### config.mk
export PLATFORM = sky130hd
export DESIGN_NAME = dual_bank_gamma_lut
export DESIGN_NICKNAME = d
export VERILOG_FILES = /design/src/rtl/gam_lut_pkg.sv /design/src/rtl/gam_lut_regs.sv /design/src/rtl/gam_lut_store.sv /design/src/rtl/gam_lut_pixel.sv /design/src/rtl/dual_bank_gamma_lut.sv
export SDC_FILE = /design/constraint.sdc
export NUM_CORES = 2
export LEC_CHECK = 0
export BUFFER_PORTS_ARGS = -buffer_cell sky130_fd_sc_hd__buf_2
export CORE_MARGIN = 3
export CORE_UTILIZATION = 45
export DETAILED_ROUTE_END_ITERATION = 8
export GPL_TIMING_DRIVEN = 0
export PLACE_DENSITY = 0.69
export SLEW_MARGIN = 30
export SYNTH_ARGS = -nofsm -noshare
export SYNTH_HDL_FRONTEND = slang
export SYNTH_HIERARCHICAL = 1
export SYNTH_SLANG_ARGS = --single-unit
export TNS_END_PERCENT = 30
### constraint.sdc
create_clock -name clk -period 2.6 [get_ports clk]
set_input_delay 0.13 -clock clk [delete_from_list [all_inputs] [get_ports clk]]
set_output_delay 0.13 -clock clk [all_outputs]
set_load 0.03 [all_outputs]
### src/rtl/gam_lut_pkg.sv
package gam_lut_pkg;

    // Number of colour channels; channel 0 is red, 1 green, 2 blue.
    localparam int NCH = 3;

    // Host register addresses.
    localparam logic [2:0] ADR_CTRL   = 3'd0;
    localparam logic [2:0] ADR_HCFG   = 3'd1;
    localparam logic [2:0] ADR_INDEX  = 3'd2;
    localparam logic [2:0] ADR_DATA   = 3'd3;
    localparam logic [2:0] ADR_POWER  = 3'd4;
    localparam logic [2:0] ADR_STATUS = 3'd5;

    localparam logic [1:0] MODE_RAM = 2'd2;

    typedef enum logic [1:0] {
        PWR_READY  = 2'd0,
        PWR_RISING = 2'd1,
        PWR_DOWN   = 2'd3
    } pwr_state_e;

    // Mode and bank as seen by the pixel path.
    typedef struct packed {
        logic [1:0] mode;
        logic       bank;
    } lut_view_t;

    function automatic logic mode_uses_ram(input logic [1:0] m);
        return m == MODE_RAM;
    endfunction

    // Mask bit that enables channel c (red is the most significant bit).
    function automatic int mask_bit(input int c);
        return NCH - 1 - c;
    endfunction

endpackage

### src/rtl/gam_lut_regs.sv
module gam_lut_regs
    import gam_lut_pkg::*;
#(
    parameter int PIX_W    = 6,
    parameter int WAKE_CYC = 8,
    localparam int DEPTH   = (1 << PIX_W) + 1,
    localparam int IDX_W   = PIX_W + 1,
    localparam int WAKE_W  = $clog2(WAKE_CYC + 1)
) (
    input  logic              clk,
    input  logic              rst,
    input  logic              host_we,
    input  logic [2:0]        host_waddr,
    input  logic [31:0]       host_wdata,
    input  logic [2:0]        host_raddr,
    output logic [31:0]       host_rdata,
    input  logic              frame_start,
    output lut_view_t         cur_view,
    output logic              ram_ready,
    output pwr_state_e        pwr_state,
    output logic              wr_fire,
    output logic              wr_bank,
    output logic [NCH-1:0]    wr_mask,
    output logic [IDX_W-1:0]  wr_idx,
    output logic [PIX_W-1:0]  wr_data
);

    localparam logic [IDX_W-1:0]  LAST_IDX = IDX_W'(DEPTH - 1);
    localparam logic [WAKE_W-1:0] WAKE_END = WAKE_W'(WAKE_CYC - 1);

    lut_view_t         pend_view;
    logic [NCH-1:0]    mask_q;
    logic              hbank_q;
    logic [IDX_W-1:0]  idx_q;
    logic [1:0]        force_q;
    logic [WAKE_W-1:0] wake_cnt;

    logic wr_ctrl, wr_hcfg, wr_index, wr_dat, wr_pwr;

    assign wr_ctrl  = host_we && (host_waddr == ADR_CTRL);
    assign wr_hcfg  = host_we && (host_waddr == ADR_HCFG);
    assign wr_index = host_we && (host_waddr == ADR_INDEX);
    assign wr_dat   = host_we && (host_waddr == ADR_DATA);
    assign wr_pwr   = host_we && (host_waddr == ADR_POWER);

    assign ram_ready = (pwr_state == PWR_READY);

    // Pending and applied view: the pending copy moves over only at frame start.
    always_ff @(posedge clk) begin
        if (rst) begin
            pend_view <= '0;
            cur_view  <= '0;
        end else begin
            if (wr_ctrl) begin
                pend_view.mode <= host_wdata[1:0];
                pend_view.bank <= host_wdata[4];
            end
            if (frame_start) cur_view <= pend_view;
        end
    end

    always_ff @(posedge clk) begin
        if (rst) begin
            mask_q  <= '1;
            hbank_q <= 1'b0;
        end else if (wr_hcfg) begin
            mask_q  <= host_wdata[NCH-1:0];
            hbank_q <= host_wdata[4];
        end
    end

    // Write index: loads clamped, advances on accepted data, saturates at the end.
    always_ff @(posedge clk) begin
        if (rst) begin
            idx_q <= '0;
        end else if (wr_index) begin
            idx_q <= (host_wdata > 32'(DEPTH - 1)) ? LAST_IDX : host_wdata[IDX_W-1:0];
        end else if (wr_fire && (idx_q != LAST_IDX)) begin
            idx_q <= idx_q + 1'b1;
        end
    end

    // Memory power sequencing.
    always_ff @(posedge clk) begin
        if (rst) begin
            force_q   <= '0;
            pwr_state <= PWR_READY;
            wake_cnt  <= '0;
        end else if (wr_pwr) begin
            force_q <= host_wdata[1:0];
            if (host_wdata[1:0] != 2'd0) begin
                pwr_state <= PWR_DOWN;
            end else if (pwr_state == PWR_DOWN) begin
                pwr_state <= PWR_RISING;
                wake_cnt  <= '0;
            end
        end else if (pwr_state == PWR_RISING) begin
            if (wake_cnt == WAKE_END) pwr_state <= PWR_READY;
            else                      wake_cnt  <= wake_cnt + 1'b1;
        end
    end

    assign wr_fire = wr_dat && ram_ready;
    assign wr_bank = hbank_q;
    assign wr_mask = mask_q;
    assign wr_idx  = idx_q;
    assign wr_data = host_wdata[PIX_W-1:0];

    always_comb begin
        host_rdata = '0;
        case (host_raddr)
            ADR_CTRL: begin
                host_rdata[1:0] = pend_view.mode;
                host_rdata[4]   = pend_view.bank;
            end
            ADR_HCFG: begin
                host_rdata[NCH-1:0] = mask_q;
                host_rdata[4]       = hbank_q;
            end
            ADR_INDEX:  host_rdata[IDX_W-1:0] = idx_q;
            ADR_POWER:  host_rdata[1:0] = force_q;
            ADR_STATUS: begin
                host_rdata[1:0] = cur_view.mode;
                host_rdata[4]   = cur_view.bank;
                host_rdata[9:8] = pwr_state;
            end
            default: host_rdata = '0;
        endcase
    end

    logic unused_wdata;
    assign unused_wdata = ^{host_wdata[31:5], host_wdata[3:2]};

endmodule

### src/rtl/gam_lut_store.sv
module gam_lut_store
    import gam_lut_pkg::*;
#(
    parameter int PIX_W  = 6,
    localparam int DEPTH = (1 << PIX_W) + 1,
    localparam int IDX_W = PIX_W + 1
) (
    input  logic                               clk,
    input  logic                               wr_fire,
    input  logic                               wr_bank,
    input  logic [NCH-1:0]                     wr_mask,
    input  logic [IDX_W-1:0]                   wr_idx,
    input  logic [PIX_W-1:0]                   wr_data,
    input  logic                               rd_en,
    input  logic [NCH-1:0][PIX_W-1:0]          rd_pix,
    output logic [1:0][NCH-1:0][PIX_W-1:0]     bank_q
);

    for (genvar b = 0; b < 2; b++) begin : g_bank
        localparam logic BANK_ID = 1'(b);
        for (genvar c = 0; c < NCH; c++) begin : g_chan
            localparam int MB = NCH - 1 - c;
            logic [PIX_W-1:0] mem [DEPTH];
            logic [PIX_W-1:0] q;

            always_ff @(posedge clk) begin
                if (wr_fire && (wr_bank == BANK_ID) && wr_mask[MB])
                    mem[wr_idx] <= wr_data;
            end

            always_ff @(posedge clk) begin
                if (rd_en) q <= mem[{1'b0, rd_pix[c]}];
            end

            assign bank_q[b][c] = q;
        end
    end

endmodule

### src/rtl/gam_lut_pixel.sv
module gam_lut_pixel
    import gam_lut_pkg::*;
#(
    parameter int PIX_W = 6
) (
    input  logic                               clk,
    input  logic                               rst,
    input  logic                               pix_valid,
    input  logic [NCH-1:0][PIX_W-1:0]          pix_in,
    input  lut_view_t                          cur_view,
    input  logic                               ram_ready,
    input  logic [1:0][NCH-1:0][PIX_W-1:0]     bank_q,
    output logic                               out_valid,
    output logic [NCH-1:0][PIX_W-1:0]          pix_out
);

    logic                       use_ram_q;
    logic                       ready_q;
    logic                       bank_sel_q;
    logic [NCH-1:0][PIX_W-1:0]  thru_q;

    always_ff @(posedge clk) begin
        if (rst) begin
            out_valid  <= 1'b0;
            use_ram_q  <= 1'b0;
            ready_q    <= 1'b0;
            bank_sel_q <= 1'b0;
            thru_q     <= '0;
        end else begin
            out_valid <= pix_valid;
            if (pix_valid) begin
                use_ram_q  <= mode_uses_ram(cur_view.mode);
                ready_q    <= ram_ready;
                bank_sel_q <= cur_view.bank;
                thru_q     <= pix_in;
            end
        end
    end

    always_comb begin
        if (!use_ram_q)    pix_out = thru_q;
        else if (!ready_q) pix_out = '0;
        else               pix_out = bank_q[bank_sel_q];
    end

endmodule

### src/rtl/dual_bank_gamma_lut.sv
module dual_bank_gamma_lut
    import gam_lut_pkg::*;
#(
    parameter int PIX_W    = 6,
    parameter int WAKE_CYC = 8
) (
    input  logic              clk,
    input  logic              rst,
    input  logic              host_we,
    input  logic [2:0]        host_waddr,
    input  logic [31:0]       host_wdata,
    input  logic [2:0]        host_raddr,
    output logic [31:0]       host_rdata,
    input  logic              frame_start,
    input  logic              pix_valid,
    input  logic [PIX_W-1:0]  pix_r,
    input  logic [PIX_W-1:0]  pix_g,
    input  logic [PIX_W-1:0]  pix_b,
    output logic              out_valid,
    output logic [PIX_W-1:0]  out_r,
    output logic [PIX_W-1:0]  out_g,
    output logic [PIX_W-1:0]  out_b
);

    localparam int IDX_W = PIX_W + 1;

    lut_view_t                          cur_view;
    logic                               ram_ready;
    pwr_state_e                         pwr_state;
    logic                               wr_fire;
    logic                               wr_bank;
    logic [NCH-1:0]                     wr_mask;
    logic [IDX_W-1:0]                   wr_idx;
    logic [PIX_W-1:0]                   wr_data;
    logic [NCH-1:0][PIX_W-1:0]          pix_in;
    logic [NCH-1:0][PIX_W-1:0]          pix_out;
    logic [1:0][NCH-1:0][PIX_W-1:0]     bank_q;

    assign pix_in[0] = pix_r;
    assign pix_in[1] = pix_g;
    assign pix_in[2] = pix_b;

    gam_lut_regs #(.PIX_W(PIX_W), .WAKE_CYC(WAKE_CYC)) regs_i (
        .clk(clk), .rst(rst),
        .host_we(host_we), .host_waddr(host_waddr), .host_wdata(host_wdata),
        .host_raddr(host_raddr), .host_rdata(host_rdata),
        .frame_start(frame_start),
        .cur_view(cur_view), .ram_ready(ram_ready), .pwr_state(pwr_state),
        .wr_fire(wr_fire), .wr_bank(wr_bank), .wr_mask(wr_mask),
        .wr_idx(wr_idx), .wr_data(wr_data)
    );

    gam_lut_store #(.PIX_W(PIX_W)) store_i (
        .clk(clk),
        .wr_fire(wr_fire), .wr_bank(wr_bank), .wr_mask(wr_mask),
        .wr_idx(wr_idx), .wr_data(wr_data),
        .rd_en(pix_valid), .rd_pix(pix_in),
        .bank_q(bank_q)
    );

    gam_lut_pixel #(.PIX_W(PIX_W)) pixel_i (
        .clk(clk), .rst(rst),
        .pix_valid(pix_valid), .pix_in(pix_in),
        .cur_view(cur_view), .ram_ready(ram_ready),
        .bank_q(bank_q),
        .out_valid(out_valid), .pix_out(pix_out)
    );

    assign out_r = pix_out[0];
    assign out_g = pix_out[1];
    assign out_b = pix_out[2];

endmodule

---- Word-level counts from Yosys, hierarchy flattened ----
Memories as Yosys holds them, arrays and structs flattened. A register that Yosys moved wholly into a read port is not among the register bits.
Cells that the tools add are included.
storage, ports and cells
  output and inout bits ................... 51
  memories ................................ 6
  input port bits ......................... 61
  register bits ........................... 47
  word-level logic and storage cells ...... 104
  bits in writable memories ............... 2,340
operators by class
  add/sub/neg operators ................... 2
  mux-type cells .......................... 35
  reductions and logical operators ........ 24
  equal/unequal tests ..................... 17
  bitwise operators ....................... 1
  $lt $le $gt $ge ......................... 2
memories
  name                             depth  width  rd ports  clocked after Yosys merged registers in  wr ports  line                 text
  store_i.g_bank[0].g_chan[0].mem  65     6      1         1                                        1         gam_lut_store.sv:23  logic [PIX_W-1:0] mem [DEPTH];
  store_i.g_bank[0].g_chan[1].mem  65     6      1         1                                        1         gam_lut_store.sv:23
  store_i.g_bank[0].g_chan[2].mem  65     6      1         1                                        1         gam_lut_store.sv:23
  store_i.g_bank[1].g_chan[0].mem  65     6      1         1                                        1         gam_lut_store.sv:23
  store_i.g_bank[1].g_chan[1].mem  65     6      1         1                                        1         gam_lut_store.sv:23
  store_i.g_bank[1].g_chan[2].mem  65     6      1         1                                        1         gam_lut_store.sv:23
operator list
  kind                   number
  $mux W18               4
  $gt A32 B7 Y1 const B  1
  $mux W7                3
  $mux W4                5
  $logic_and A1 B1 Y1    15
  $mux W2                7
  $mux W1                13
  $pmux W2 S5            1
  $eq A3 B2 Y1 const B   3
  $eq A3 B3 Y1 const B   3
  $reduce_bool A2 Y1     4
  $add A7 B1 Y7 const B  1
  $ne A7 B7 Y1 const B   1
  $eq A3 B1 Y1 const B   2
  $logic_not A3 Y1       2
  $add A4 B1 Y4 const B  1
  $eq A2 B2 Y1 const B   2
  $eq A4 B3 Y1 const B   1
  $ne A2 B2 Y1 const B   2
  $pmux W1 S4            1
  $reduce_and A4 Y1      1
  $ne A3 B3 Y1 const B   1
  $reduce_and A3 Y1      1
  $eq A2 B1 Y1 const B   1
  5 further kinds        5

---- Depth between registers and ports, before layout ----
  depth after elaboration ................. 7
  gate-level depth with buffers ........... 10
  mapped depth without buffers ............ 6

---- Modules after synthesis ----
The synthesis kept the hierarchy.
modules (own cells, without submodules)
  module         area an instance (um^2)  cells each  sequential area each (um^2)  instances
  gam_lut_store  90,900.9                 4,380       70,267.4                     1
  gam_lut_regs   1,811.7                  213         500.5                        1
  gam_lut_pixel  1,188.6                  131         440.4                        1

---- Least setup slack after synthesis ----
No wires, ideal clock.
  path type ............................... register -> register
  start ................................... reg regs_i.pwr_state[1]
  end ..................................... mem store_i.g_bank[0].g_chan[2].mem[12][0], enable pin
  data arrival time ....................... 1,782 ps
  required time ........................... 2,250 ps
  cell stages (with the launch flop) ...... 7
  period minus slack after synthesis ...... 2,132 ps
  library setup time ...................... 350 ps
  buffers on the path ..................... 1
  setup slack ............................. 468 ps
  cells stage by stage .................... dfxtp_1 > nand4bb_1 > nor2_1 > nor2b_1 > nand2_1 > clkbuf_1 > nor2_1
between the ends
  word-level cells in the longest chain between the ends .. 6
RTL lines
  element                           line                       text
  start: declaration                gam_lut_regs.sv:20         output pwr_state_e pwr_state,
  start signal: assignment          gam_lut_regs.sv:87         pwr_state <= PWR_READY;
  start signal: assignment          gam_lut_regs.sv:92         pwr_state <= PWR_DOWN;
  start signal: assignment          gam_lut_regs.sv:94         pwr_state <= PWR_RISING;
  $logic_not A2 Y1                  gam_lut_regs.sv:46         assign ram_ready = (pwr_state == PWR_READY);
  $logic_and A1 B1 Y1               gam_lut_regs.sv:103        assign wr_fire = wr_dat && ram_ready;
  named net wr_fire                 dual_bank_gamma_lut.sv:30  logic wr_fire;
  $logic_and A1 B1 Y1 (2 in a row)  gam_lut_store.sv:27        if (wr_fire && (wr_bank == BANK_ID) && wr_mask[MB])
  $mux W1                           gam_lut_store.sv:27
  $mux W1 (implied by the code)     gam_lut_store.sv:28        mem[wr_idx] <= wr_data;
  end: declaration                  gam_lut_store.sv:23
The timed path passes the listed nets, and every way through them passes these cells.

---- Worst setup path after layout ----
  start ................................... reg regs_i.idx_q[6], in the netlist regs_i/wr_idx[6]
  end ..................................... mem store_i.g_bank[0].g_chan[1].mem[36][2], enable pin
RTL lines
  element                   line                 text
  start: declaration        gam_lut_regs.sv:34   logic [IDX_W-1:0] idx_q;
  start signal: assignment  gam_lut_regs.sv:77   idx_q <= (host_wdata > 32'(DEPTH - 1)) ? LAST_IDX : host_wdata[IDX_W-1:0];
  start signal: assignment  gam_lut_regs.sv:79   idx_q <= idx_q + 1'b1;
  end: declaration          gam_lut_store.sv:23
No word-level cell before the write port.

==> results.tsv <==
metric	value	unit
outcome	finished, violations left	
failing checks	setup timing	
mapped cell area	93900	um^2
chip height	463	um
post-route ant nets	0	
Reg clk slew, reported paths	0.07	ns
area of the multi-input gates	23900	um^2
Final Hold Viols	0	
relative slew slack	27.2	%
Data arrival, critical path	3.23	ns
sequential share of power	53.6	%
sw power	17.1	mW
starting density of the core	45.3	%
drt via density	6.18	
hold depth	5	
Post-synth EDFFs	2340	
highest clock rate	0.365	GHz
mean cell area of the mapped netlist	19.9	um^2
Crit Path Max Fanout	9	
total iterations of the first detailed-routing run	6	
final total negative setup slack	-10.79	ns
Total Routing Usage GR	24.1	%
final critical-path required period	2.74	ns
layout cells sized above 1	32.9	%
initial antenna violation count	7	
Iteration-0 DRC Markers	6813	
largest net degree at the start of global routing	125	
min setup slack post-route	-0.136	ns
worst-case clock buffer depth	3	
via count of the first global-routing pass	49900	
Port Buffers	87	
Hold Path Class	primary input to flop	
# clock sinks	2387	
final worst-path cycle share	105	%
CTS tree	yes	
Cells after Synth	4724	
row count	167	
Area growth syn-to-layout	17.1	%
Slew Limit Fails	0	
Placed Area	98500	um^2
Ys Warns	6	
slowest CP cell	dfxtp_1	
Post-synth ARST share	0	%
reg2reg path depth	5	
Finished Core Util	53.1	%
Comb power frac	5.5	%
internal power	61.9	mW
WL per Instance	32.1	um
Synth Register Bits	2387	
TritonCTS Buffers	227	
RSZ-0062 raised after global routing	true	
final cell count without fillers	8159	
clk_lat worst skew	0.89	ns
register area share after synthesis	75.8	%
distinct cell type count after synthesis	75	
die area	214000	um^2
global-route wire length before repair	370000	um
Setup violations, final	269	
gp weighted congestion	0.953	
DP Wirelength	172000	um
Pleak	34.2	nW
IO Count	112	
Die Wd	463	um
Fillers	15900	
CTS Root Cell	clkbuf_16	
DP Cell Count	7641	
Routed WL	262000	um
# nets final	5241	
Sw Ratio	21.7	%
detailed-route DRC error count	0	
maximum VDD drop	0.743	mV
max_cap viols	0	
DR vias	50400	
WP data required	3.10	ns
Reg area	71200	um^2
post-route cell area	110000	um^2
Critical Path Max Stage Delay	0.57	ns
htree depth	4	
worst-margin pin slew	1.06	ns
critical path, cell by cell	nand2b_2 > nor3_4 > buf_12 > nand2_2 > nor2_2	
Synth Flop Type	edfxtp_1	
Startpoint Class	flop	
CP Capture Type	flop	
Clock Power Share	41.0	%
core area	207000	um^2
Remaining Overflow, GRT	0	
Crit Path Class	flop to flop	
power density over cell area	719	nW/um^2
setup skew after layout	0.0574	ns
kinds of logic after synthesis:
kind of cell | after synthesis | synth area share (%)
buffers and inverters | 344 | 1.90
DFF | 2387 | 75.8
AOI/OAI and AO/OA | 442 | 3.35
xor gates and xnor gates | 3 | 0.0280
adders and majority gates | 3 | 0.0400
muxes | 783 | 15.3
other | 1 | 0.00399
and+or+nand+nor | 761 | 3.53
Yosys cell counts (all sizes together) (3+ instances only):
| master | count | share of area (%) |
|---|---|---|
| edfxtp | 2340 | 75 |
| mux4 | 516 | 12 |
| nor2 | 474 | 1.9 |
| mux2i | 195 | 2.1 |
| buf | 165 | 1.2 |
| clkbuf | 142 | 0.57 |
| nand2 | 129 | 0.52 |
| mux2 | 72 | 0.86 |
| o21ai | 67 | 0.36 |
| o22ai | 67 | 0.45 |
| a21oi | 63 | 0.34 |
| o221ai | 60 | 0.56 |
| dfxtp | 47 | 1.0 |
| nor2b | 43 | 0.29 |
| a211oi | 39 | 0.31 |
| inv | 36 | 0.14 |
| a22oi | 24 | 0.20 |
| a221oi | 22 | 0.21 |
| nand3 | 22 | 0.12 |
| nand2b | 20 | 0.13 |
| nor3 | 18 | 0.10 |
| a22o | 14 | 0.13 |
| o32ai | 14 | 0.13 |
| a2111oi | 13 | 0.13 |
| nor4 | 11 | 0.087 |
| o31a | 11 | 0.10 |
| a311oi | 10 | 0.093 |
| a32o | 10 | 0.11 |
| a41oi | 10 | 0.093 |
| and2 | 7 | 0.047 |
| and3 | 6 | 0.045 |
| nand4 | 6 | 0.047 |
| nand3b | 5 | 0.040 |
| a31oi | 4 | 0.027 |
| and4 | 4 | 0.039 |
| and4bb | 3 | 0.044 |
| ha | 3 | 0.040 |
| nor3b | 3 | 0.024 |
| o211ai | 3 | 0.024 |
routing by layer:
| metal | track usage (%) | up-vias | routed length [um] |
|---|---|---|---|
| li1 | - | 20300 | - |
| met1 | 32.1 | 26300 | 97200 |
| met2 | 37.2 | 3180 | 121000 |
| met3 | 6.36 | 558 | 29300 |
| met4 | 11.3 | 2 | 14100 |
| met5 | 0 | - | 13 |
sequential cells by signal, summed over array words and instances, names as in the netlist, 2 cells and up:
name,count
regs_i/wake_cnt,4
store_i/g_bank.g_chan.q,36
regs_i/cur_view,3
regs_i/wr_idx,7
regs_i/force_q,2
regs_i/pend_view,3
store_i/g_bank.g_chan.mem,2304
regs_i/wr_mask,3
pixel_i/thru_q,18
regs_i/pwr_state,2
layout by cell type, fill, tap and decap left out, types with 60 or more instances in the layout:
master,instances
clkbuf_1,132
o221ai_1,60
mux2i_1,195
clkbuf_16,229
buf_4,92
nor2_1,84
nand2_1,61
edfxtp_1,2340
a21oi_1,63
buf_2,159
o22ai_1,61
mux4_2,516
mux2_2,72
nor2_4,257
nor2_2,133
worst paths after layout:
check                                         from                                     end  slack, ns
worst max-delay path              regs_i/wr_idx[6]  store_i/g_bank[0].g_chan[1].mem[36][2]      -0.14
worst min-delay path                       host_we                      regs_i/wake_cnt[2]       0.08
worst max register to register    regs_i/wr_idx[6]  store_i/g_bank[0].g_chan[1].mem[36][2]      -0.14
worst min register to register  regs_i/wake_cnt[1]                      regs_i/wake_cnt[1]       0.50
timing repair:
item | in CTS | in global routing
pin swaps | 4 | 8
hold buffers | 55 | 0
resized for setup | 746 | 145
setup buffers | 15 | 26
hold endpoints to repair | 525 | 0
endpoints found under the setup margin | 2322 | 2134
worst max-delay path, delay by kind of cell (launching register included):
kind / cells / cell delay, ns
AND/OR/NAND/NOR: 4 / 1.56
buffers and inverters: 1 / 0.18
flip-flops: 1 / 0.57
stage by stage:
step,power (mW),hold WS [ns],setup slack (ns)
global route,81.2,0.0801,-0.137
CTS,79.3,0.0246,-0.140
floorplan,45.6,0.199,0.468
global placement,47.2,0.368,-1.27
detailed placement,47.2,0.376,-1.17
finish,79.1,0.0848,-0.136
power groups by stage:
stage,Combinational [mW],Clock (mW),Sequential (mW)
after CTS,4.22,32.7,42.3
after detailed placement,4.08,0,43.2
final,4.31,32.4,42.3
after floorplan,2.42,0,43.2
after global routing,4.47,34.3,42.3
after global placement,3.89,0,43.3
area by class of cell:
class,count,share of cell area (%)
tap,2788,3.17
clock buffer,276,5.49
multi-input combinational,2015,21.8
buffer,305,1.70
inverter,37,0.126
timing repair buffer,204,1.82
sequential,2387,64.8
antenna,3,0.00683
clock inverter,144,1.17
Power figures use the tool's default switching activity.
